### src/rtl/gf2m_div_pkg.sv
package gf2m_div_pkg;

    // Phase of the pass sequencer.
    typedef enum logic {
        PH_IDLE = 1'b0,
        PH_RUN  = 1'b1
    } phase_e;

endpackage

### src/rtl/gf2m_squarer.sv
// Combinational squaring in polynomial basis. The coefficients are spread
// to even positions, then every term of degree N or above is folded down
// through the sparse low-order mask of the reduction polynomial.
module gf2m_squarer #(
    parameter int unsigned N            = 163,
    parameter logic [N-1:0] RED_MASK    = '0
) (
    input  logic [N-1:0] sq_in,
    output logic [N-1:0] sq_out
);

    localparam int unsigned SPREAD_W = 2 * N - 1;

    logic [SPREAD_W-1:0] wide;

    always_comb begin
        wide = '0;
        for (int i = 0; i < N; i++) begin
            wide[2*i] = sq_in[i];
        end
        // Top-down folding: each fold only creates lower-degree terms.
        for (int j = SPREAD_W - 1; j >= N; j--) begin
            if (wide[j]) begin
                wide[j] = 1'b0;
                wide[j-N +: N] = wide[j-N +: N] ^ RED_MASK;
            end
        end
        sq_out = wide[N-1:0];
    end

endmodule

### src/rtl/gf2m_mac_row.sv
// One clock of an MSB-first serial multiplication: acc <- acc*x + ybit*xop
// modulo the field polynomial. One cell per coefficient; the generate picks
// a cell with or without a feedback tap from the constant mask.
module gf2m_mac_row #(
    parameter int unsigned N         = 163,
    parameter logic [N-1:0] RED_MASK = '0
) (
    input  logic [N-1:0] acc,
    input  logic [N-1:0] xop,
    input  logic         ybit,
    output logic [N-1:0] nxt
);

    logic carry_out;

    assign carry_out = acc[N-1];

    for (genvar i = 0; i < N; i++) begin : g_cell
        if (i == 0) begin : g_lsb
            assign nxt[i] = (carry_out & RED_MASK[i]) ^ (ybit & xop[i]);
        end else if (RED_MASK[i]) begin : g_tap
            assign nxt[i] = acc[i-1] ^ carry_out ^ (ybit & xop[i]);
        end else begin : g_plain
            assign nxt[i] = acc[i-1] ^ (ybit & xop[i]);
        end
    end

endmodule

### src/rtl/gf2m_div_seq.sv
// Pass sequencer: N-1 passes of N serial steps each, then a done strobe.
module gf2m_div_seq
    import gf2m_div_pkg::*;
#(
    parameter int unsigned N = 163
) (
    input  logic                  clk,
    input  logic                  rst_n,
    input  logic                  start,
    output logic                  accept,
    output logic                  run,
    output logic                  final_pass,
    output logic                  pass_end,
    output logic [$clog2(N)-1:0]  bit_idx,
    output logic                  done
);

    localparam int unsigned CW       = $clog2(N);
    localparam logic [CW-1:0] TOP_BIT  = CW'(N - 1);
    localparam logic [CW-1:0] LAST_PASS = CW'(N - 2);

    typedef struct packed {
        phase_e        phase;
        logic [CW-1:0] pass_cnt;
        logic [CW-1:0] bidx;
        logic          done;
    } seq_t;

    seq_t s_d, s_q;

    always_comb begin
        s_d      = s_q;
        s_d.done = 1'b0;
        case (s_q.phase)
            PH_IDLE: begin
                if (start) begin
                    s_d.phase    = PH_RUN;
                    s_d.pass_cnt = '0;
                    s_d.bidx     = TOP_BIT;
                end
            end
            PH_RUN: begin
                if (s_q.bidx == '0) begin
                    if (s_q.pass_cnt == LAST_PASS) begin
                        s_d.phase = PH_IDLE;
                        s_d.done  = 1'b1;
                    end else begin
                        s_d.pass_cnt = s_q.pass_cnt + 1'b1;
                        s_d.bidx     = TOP_BIT;
                    end
                end else begin
                    s_d.bidx = s_q.bidx - 1'b1;
                end
            end
            default: s_d.phase = PH_IDLE;
        endcase
    end

    always_ff @(posedge clk or negedge rst_n) begin
        if (!rst_n) begin
            s_q <= '0;
        end else begin
            s_q <= s_d;
        end
    end

    assign run        = (s_q.phase == PH_RUN);
    assign accept     = start && !run;
    assign final_pass = (s_q.pass_cnt == LAST_PASS);
    assign pass_end   = run && (s_q.bidx == '0);
    assign bit_idx    = s_q.bidx;
    assign done       = s_q.done;

    // the strobe never lasts two cycles.
    p_done_pulse_r2: assert property (@(posedge clk) disable iff (!rst_n)
        done |=> !done);

    // inside a pass the coefficient index falls by one per clock.
    p_bit_countdown_r2: assert property (@(posedge clk) disable iff (!rst_n)
        (run && bit_idx != '0) |=> (run && bit_idx == $past(bit_idx) - 1'b1));

    // the last step of the last pass leads straight to the strobe.
    p_done_after_last_r2: assert property (@(posedge clk) disable iff (!rst_n)
        (pass_end && final_pass) |=> (done && !run));

    // a request while running leaves the pass counter alone.
    p_busy_start_ignored_r3: assert property (@(posedge clk) disable iff (!rst_n)
        (run && start && bit_idx != '0) |=> (run && $stable(s_q.pass_cnt)));

endmodule

### src/rtl/gf2m_serial_divider.sv
// GF(2^N) divider: C = A * B^(2^N - 2) via N-1 square-then-multiply passes.
module gf2m_serial_divider #(
    parameter int unsigned N     = 163,
    parameter int unsigned K1    = 3,
    parameter int unsigned K2    = 6,
    parameter int unsigned K3    = 7,
    parameter bit          PENTA = 1'b1
) (
    input  logic         clk,
    input  logic         rst_n,
    input  logic         start,
    input  logic [N-1:0] a,
    input  logic [N-1:0] b,
    output logic [N-1:0] c,
    output logic         done
);

    localparam int unsigned CW = $clog2(N);
    localparam logic [N-1:0] ONE_N = N'(1);
    // Low-order part of the reduction polynomial (x^N excluded).
    localparam logic [N-1:0] RED_MASK = ONE_N | (ONE_N << K1) |
        (PENTA ? ((ONE_N << K2) | (ONE_N << K3)) : '0);

    typedef struct packed {
        logic [N-1:0] opa;
        logic [N-1:0] opb;
        logic [N-1:0] xsq;
        logic [N-1:0] acc;
    } dp_t;

    dp_t dp_d, dp_q;

    logic          accept;
    logic          run;
    logic          final_pass;
    logic          pass_end;
    logic [CW-1:0] bit_idx;
    logic          ybit;
    logic [N-1:0]  row_out;
    logic [N-1:0]  sq_src;
    logic [N-1:0]  sq_out;

    gf2m_div_seq #(.N(N)) seq_i (
        .clk        (clk),
        .rst_n      (rst_n),
        .start      (start),
        .accept     (accept),
        .run        (run),
        .final_pass (final_pass),
        .pass_end   (pass_end),
        .bit_idx    (bit_idx),
        .done       (done)
    );

    // Serial operand row: B for the inner passes, A for the last one.
    assign ybit = final_pass ? dp_q.opa[bit_idx] : dp_q.opb[bit_idx];

    gf2m_mac_row #(.N(N), .RED_MASK(RED_MASK)) row_i (
        .acc  (dp_q.acc),
        .xop  (dp_q.xsq),
        .ybit (ybit),
        .nxt  (row_out)
    );

    // Square the divisor at load, or the finished product at a pass end.
    assign sq_src = accept ? b : row_out;

    gf2m_squarer #(.N(N), .RED_MASK(RED_MASK)) sq_i (
        .sq_in  (sq_src),
        .sq_out (sq_out)
    );

    always_comb begin
        dp_d = dp_q;
        if (accept) begin
            dp_d.opa = a;
            dp_d.opb = b;
            dp_d.xsq = sq_out;
            dp_d.acc = '0;
        end else if (run) begin
            if (pass_end && !final_pass) begin
                dp_d.xsq = sq_out;
                dp_d.acc = '0;
            end else begin
                dp_d.acc = row_out;
            end
        end
    end

    always_ff @(posedge clk or negedge rst_n) begin
        if (!rst_n) begin
            dp_q <= '0;
        end else begin
            dp_q <= dp_d;
        end
    end

    assign c = dp_q.acc;

    // while idle and not restarted the quotient does not move.
    p_result_hold_r4: assert property (@(posedge clk) disable iff (!rst_n)
        (!run && !start) |=> $stable(c));

    // operands captured at acceptance survive any request while busy.
    p_operands_held_r3: assert property (@(posedge clk) disable iff (!rst_n)
        run |=> ($stable(dp_q.opa) && $stable(dp_q.opb)));

    // a zero divisor keeps every partial product at zero.
    p_zero_divisor_r5: assert property (@(posedge clk) disable iff (!rst_n)
        (run && dp_q.opb == '0) |-> (dp_q.acc == '0));

    // nothing is announced in the cycle after a fresh acceptance.
    p_no_early_done_r7: assert property (@(posedge clk) disable iff (!rst_n)
        accept |=> !done);

endmodule

### config.mk
export PLATFORM = sky130hd
export DESIGN_NAME = gf2m_serial_divider
export DESIGN_NICKNAME = d
export VERILOG_FILES = /design/src/rtl/gf2m_div_pkg.sv /design/src/rtl/gf2m_squarer.sv /design/src/rtl/gf2m_mac_row.sv /design/src/rtl/gf2m_div_seq.sv /design/src/rtl/gf2m_serial_divider.sv
export SDC_FILE = /design/constraint.sdc
export NUM_CORES = 2
export LEC_CHECK = 0
export BUFFER_PORTS_ARGS = -buffer_cell sky130_fd_sc_hd__buf_4
export CAP_MARGIN = 20
export CORE_ASPECT_RATIO = 1.25
export CORE_MARGIN = 2
export CORE_UTILIZATION = 26
export CTS_CLUSTER_DIAMETER = 100
export CTS_CLUSTER_SIZE = 10
export DETAILED_ROUTE_END_ITERATION = 6
export PLACE_DENSITY_LB_ADDON = 0.12
export SYNTH_ARGS = -nofsm -noshare
export SYNTH_HDL_FRONTEND = slang
export SYNTH_HIERARCHICAL = 1
export SYNTH_SLANG_ARGS = --single-unit
### constraint.sdc
create_clock -name clk -period 5.26 [get_ports clk]
set_clock_uncertainty 0.15 [all_clocks]
set_input_delay 1.315 -clock clk [delete_from_list [all_inputs] [get_ports clk]]
set_output_delay 1.315 -clock clk [all_outputs]
set_load 0.02 [all_outputs]
After elaboration in Yosys (flattened, before gate mapping)
Cells that the tools add are included.
{"block": "totals", "register_bits": 670, "word_cells": 700, "output_inout_bits": 164}
{"block": "op_classes", "add_sub_neg": 2, "n_mux": 181, "bitwise": 492, "n_eq_ne": 5, "reduce_logical": 11, "n_lt_le_gt_ge": 1}
{"op": "8-bit 2-to-1 mux", "n": 163}
{"op": "326-bit 2-to-1 mux", "n": 2}
{"op": "4-bit inverter", "n": 162}
{"op": "163-bit 2-to-1 mux", "n": 3}
{"op": "1-bit XOR", "n": 166}
{"op": "1-bit bitwise AND", "n": 163}
{"op": "17-bit case mux with 2 select lines", "n": 1}
{"op": "17-bit 2-to-1 mux", "n": 1}
{"op": "1-bit binary-select mux with 8-bit select", "n": 2}
{"op": "16-bit 2-to-1 mux", "n": 1}
{"op": "8-bit by 9-bit < comparator with 1-bit output, second input constant", "n": 1}
{"op": "9-bit 2-to-1 mux", "n": 1}
{"op": "8-bit by 1-bit adder with 8-bit output, second input constant", "n": 1}
{"op": "8-bit == test, second input constant", "n": 1}
{"op": "8-bit zero test", "n": 1}
{"op": "8-bit by 1-bit subtractor with 8-bit output, second input constant", "n": 1}
{"op": "1-bit 2-to-1 mux", "n": 7}
{"op": "2-bit != test, second input constant", "n": 3}
{"op": "2-bit AND reduction", "n": 2}
{"op": "2-bit nonzero test", "n": 2}
{"op": "1-bit logical AND", "n": 3}
{"op": "3-bit != test, second input constant", "n": 1}
{"op": "3-bit AND reduction", "n": 1}
{"op": "1-bit zero test", "n": 2}
{"op": "1-bit inverter", "n": 1}

Longest topological paths before layout
{"block": "logic_depth", "word_depth": 333, "depth_mapped": 22}

Cells and area by module
Netlist, hierarchy kept.
{"module": "gf2m_serial_divider", "cells_each": 2801, "area_per_inst_um2": 30463.0, "n_inst": 1}
{"module": "gf2m_mac_row", "cells_each": 347, "area_per_inst_um2": 2233.4, "n_inst": 1}
{"module": "gf2m_squarer", "cells_each": 247, "area_per_inst_um2": 2204.6, "n_inst": 1}
{"module": "gf2m_div_seq", "cells_each": 110, "area_per_inst_um2": 1082.3, "n_inst": 1}

Worst setup path after synthesis
OpenSTA, ideal clock, no wires.
{"block": "synth_timing", "path_kind": "flip-flop to flip-flop", "startpoint": "register seq_i.s_q, in the netlist seq_i/bit_idx[0]", "endpoint": "register dp_q[173] (netlist bit)", "setup_ns": 0.125, "setup_slack_ns": 0.740, "t_arrival_ns": 4.245, "stages_incl_launch_ff": 21, "period_less_slack_ns": 4.520, "cell_sequence": "dfrtp_1 > buf_4 > buf_6 > buf_12 > buf_12 > mux4_2 > mux4_2 > a22oi_1 > o311ai_0 > nand4b_1 > o31ai_1 > buf_4 > buf_6 > buf_6 > nand2_1 > xnor2_1 > inv_1 > o21ai_0 > xnor3_1 > xor2_1 > mux2_2"}
{"item": "from (decl)", "line_no": "gf2m_div_seq.sv:29", "text": "seq_t s_d, s_q;"}
{"item": "from (signal assigned)", "line_no": "gf2m_div_seq.sv:61", "text": "s_q <= '0;"}
{"item": "from (signal assigned)", "line_no": "gf2m_div_seq.sv:63", "text": "s_q <= s_d;"}
{"item": "to (signal assigned)", "line_no": "gf2m_serial_divider.sv:94", "text": "dp_q <= dp_d;"}
{"item": "to (decl)", "line_no": "gf2m_serial_divider.sv:31", "text": "dp_t dp_d, dp_q;"}

==> flow_summary.yaml <==
worst_setup_path:
  cpMostUsedCell: "xnor2_1"
  crit_chain: "buf_12, mux4_4, mux4_2, a22oi_1, and4_1, o31ai_4, buf_12, buf_4, nand2_1, xnor2_1, inv_1, o21ai_0, buf_4, xnor2_1, xnor2_1, mux2_2"
  worst_path_max_delay_cell: "mux4_4"
  cp_data_arrival_time_ns: 5.53
  worstSetupStartpointType: "register"
  cp.required_ns: 5.67
  cpLargestDelayFamily: "multiplexers"
  critPathMaxFanout: 27
  crit_type: "reg2reg"
  critPathMaxStageDelay_ns: 0.69
  end_kind: "register"
  crit_buf_inv: 5
timing:
  fin_setup_tns_ns: 0
  hold_viol: 0
  rsz0062_at_grt: "false"
  maxSlewViolCount: 0
  clock.fmax_mhz: 195
  setup_viol: 0
  setup_slack_ns: 0.136
  relSlewSlack_pct: 27.4
  worstMarginPinSlew_ns: 1.09
  fin_crit_ns: 5.12
  period_share_pct: 97.4
clock_network:
  clockRootBuffer: "clkbuf_16"
  clk_latency_ns: 0.68
  cts_buffer_depth: 3
  postCtsHoldBufs: 0
  clkSinkCount: 670
  ctsResizeCount: 0
  path_clk_slew_ns: 0.06
  h-tree-depth: 3
  cts_tree: "built"
  cts_buffers: 77
  postCtsSetupBuffers: 0
floorplan:
  die_area_mm2: 0.141
  coreArea_mm2: 0.137
  std_cell_rows: 152
  pin_count: 493
  die_h_um: 420
  start_util_pct: 26.2
  chipWidth_um: 337
status:
  run_status: "finished clean"
finish:
  area_growth_pct: 22.0
  regArea_mm2: 0.0168
  drive_gt1_share_pct: 31.0
  final_nets: 4238
  fillCellCount: 14400
  multi_input_area_mm2: 0.0158
route:
  post-route-drc-count: 0
  drt_iter0_markers: 1191
  wl_mm: 137
  post_drt_wl_per_cell_um: 23.8
  drtPass1Iterations: 5
  vias: 25500
  via_per_inst: 4.43
  ant_nets: 0
global_route:
  grt_max_degree: 100
  grt_pass1_wl_mm: 197
  grt_pass1_vias: 27200
  grt_use_total_pct: 19.3
  antenna_found_initial: 5
  grt_overflow_total: 0
synthesis:
  synth_area_mm2: 0.0360
  synth_edf_count: 0
  synth.ff_latch_count: 670
  synthDistinctLibCells: 68
  synthesis.nets: 3837
  yosys_warnings: 6
  syn_area_per_cell_um2: 10.3
  ys.flop_type: "dfrtp_1"
  ys_seq_area_share_pct: 46.6
  syn_inst: 3505
  async_flop_share_pct: 100
worst_hold_path:
  worstHoldPathType: "reg2reg"
pwr:
  ir_drop_mv: 0.280
  pwr_density_cell_mw_per_mm2: 754
  power_leakage_nw: 19.6
run:
  maxCapViolCount: 0
placed_design:
  place_worst_setup_slack_ns: 0.129
  gp_congestion: 0.804
  port_buffers: 492
  hpwl_mm: 104
## cells in the mapped netlist (2+ instances only)
library cell	count	area, µm²
clkbuf_1	146	548
inv_1	334	1250
a21boi_0	2	15.0
ha_1	3	37.5
mux4_1	5	131
buf_6	9	101
a22oi_1	7	52.6
nand4_1	3	18.8
o21ai_0	330	1650
a21oi_1	177	886
a31oi_1	3	18.8
inv_2	2	7.51
mux2i_1	17	170
buf_1	4	15.0
nand2b_1	2	12.5
o22ai_1	2	12.5
buf_2	25	125
xor2_1	86	753
buf_12	2	40.0
nor2b_1	169	1060
buf_4	179	1340
xnor2_1	323	2830
o21ai_1	2	10.0
nor2_1	179	672
a211o_1	4	35.0
xnor3_1	3	67.6
nand4b_1	2	17.5
mux4_2	79	1780
o211ai_1	4	30.0
a211oi_1	4	30.0
and2_1	2	12.5
o311ai_0	2	17.5
dfrtp_1	670	16800
nand2_2	10	62.6
or4_1	3	22.5
nand3_1	19	95.1
nand2_1	331	1240
mux2_2	328	3690
o31ai_1	4	30.0
## kinds of logic after synthesis
logic type                 Yosys count  synth area share (%)
and+or+nand+nor                    736                  9.41
buffers and inverters              701                  9.54
DFF                                670                  46.6
AOI/OAI and AO/OA                  552                  8.04
muxes                              430                  16.1
xor gates and xnor gates           413                  10.2
adders and majority gates            3                 0.104
## final cells by class
class | instances | area share, %
sequential | 670 | 38.2
tap | 1848 | 5.27
antenna | 2 | 0.0114
timing repair buffer | 687 | 12.8
clock inverter | 6 | 0.185
inverter | 336 | 2.89
clock buffer | 83 | 4.59
multi-input combinational | 2134 | 36.0
## layout by cell type, fill, tap and decap left out, types with 79 or more instances in the layout
cell,Yosys,routed
mux2_2,328,328
nor2_1,179,179
a21oi_1,177,177
o21ai_0,330,330
clkbuf_16,0,80
xor2_1,86,86
inv_1,334,333
xnor2_1,323,323
buf_4,179,650
mux4_2,79,79
nor2b_1,169,169
dfrtp_1,670,665
nand2_1,331,331
## state kept, by name (all words and copies together), names as in the netlist
register,count
seq_i/bit_idx,8
seq_i/s_q,8
seq_i/run,1
seq_i/done,1
dp_q,489
c,163
## through the flow
step	cell area [µm²]	instances	utilization, %	total power [mW]	hold WS [ns]
floorplan	36000	3505	-	21.3	0.322
global placement	41800	5675	30.4	28.6	0.333
detailed placement	41800	5675	30.4	28.6	0.341
CTS	43900	5764	32.0	33.9	0.354
global route	43900	5764	32.0	35.5	0.361
finish	43900	5766	32.0	33.1	0.350
## path summary, 6_finish.rpt
check / from / endpoint / slack (ns) / cells after the start
min in group asynchronous: rst_n / c[27]$_DFFE_PN0P_ / 0.51 / 1
worst max-delay path: seq_i/bit_idx[0]$_DFFE_PN0P_ / dp_q[257]$_DFFE_PN0P_ / 0.14 / 16
worst min register to register: dp_q[643]$_DFFE_PN0P_ / dp_q[643]$_DFFE_PN0P_ / 0.35 / 1
worst max register to register: seq_i/bit_idx[0]$_DFFE_PN0P_ / dp_q[257]$_DFFE_PN0P_ / 0.14 / 16
worst min-delay path: dp_q[643]$_DFFE_PN0P_ / dp_q[643]$_DFFE_PN0P_ / 0.35 / 1
max in group asynchronous: rst_n / dp_q[359]$_DFFE_PN0P_ / 3.20 / 3
## worst reg2reg max path, delay by kind of cell, from the launching register on
family	cells	cell delay, ns
flops	1	0.48
compound gates	3	0.90
buf+inv	5	1.01
xor+xnor	3	0.47
mux	3	1.55
simple gates	2	0.44
## layer usage
metal | global-route usage, % | part of all wire (%)
met1 | 24.7 | 44
met2 | 32.8 | 49
met3 | 3.42 | 4.7
met4 | 5.95 | 2.7
met5 | 0 | 0.020
## power by group
group / switching, mW / total [mW] / internal (mW)
clock network: 2.27 / 5.01 / 2.74
registers: 1.55 / 8.41 / 6.86
logic: 10.6 / 19.7 / 9.11
total: 14.4 / 33.1 / 18.7
(Power assumes the default switching activity.)
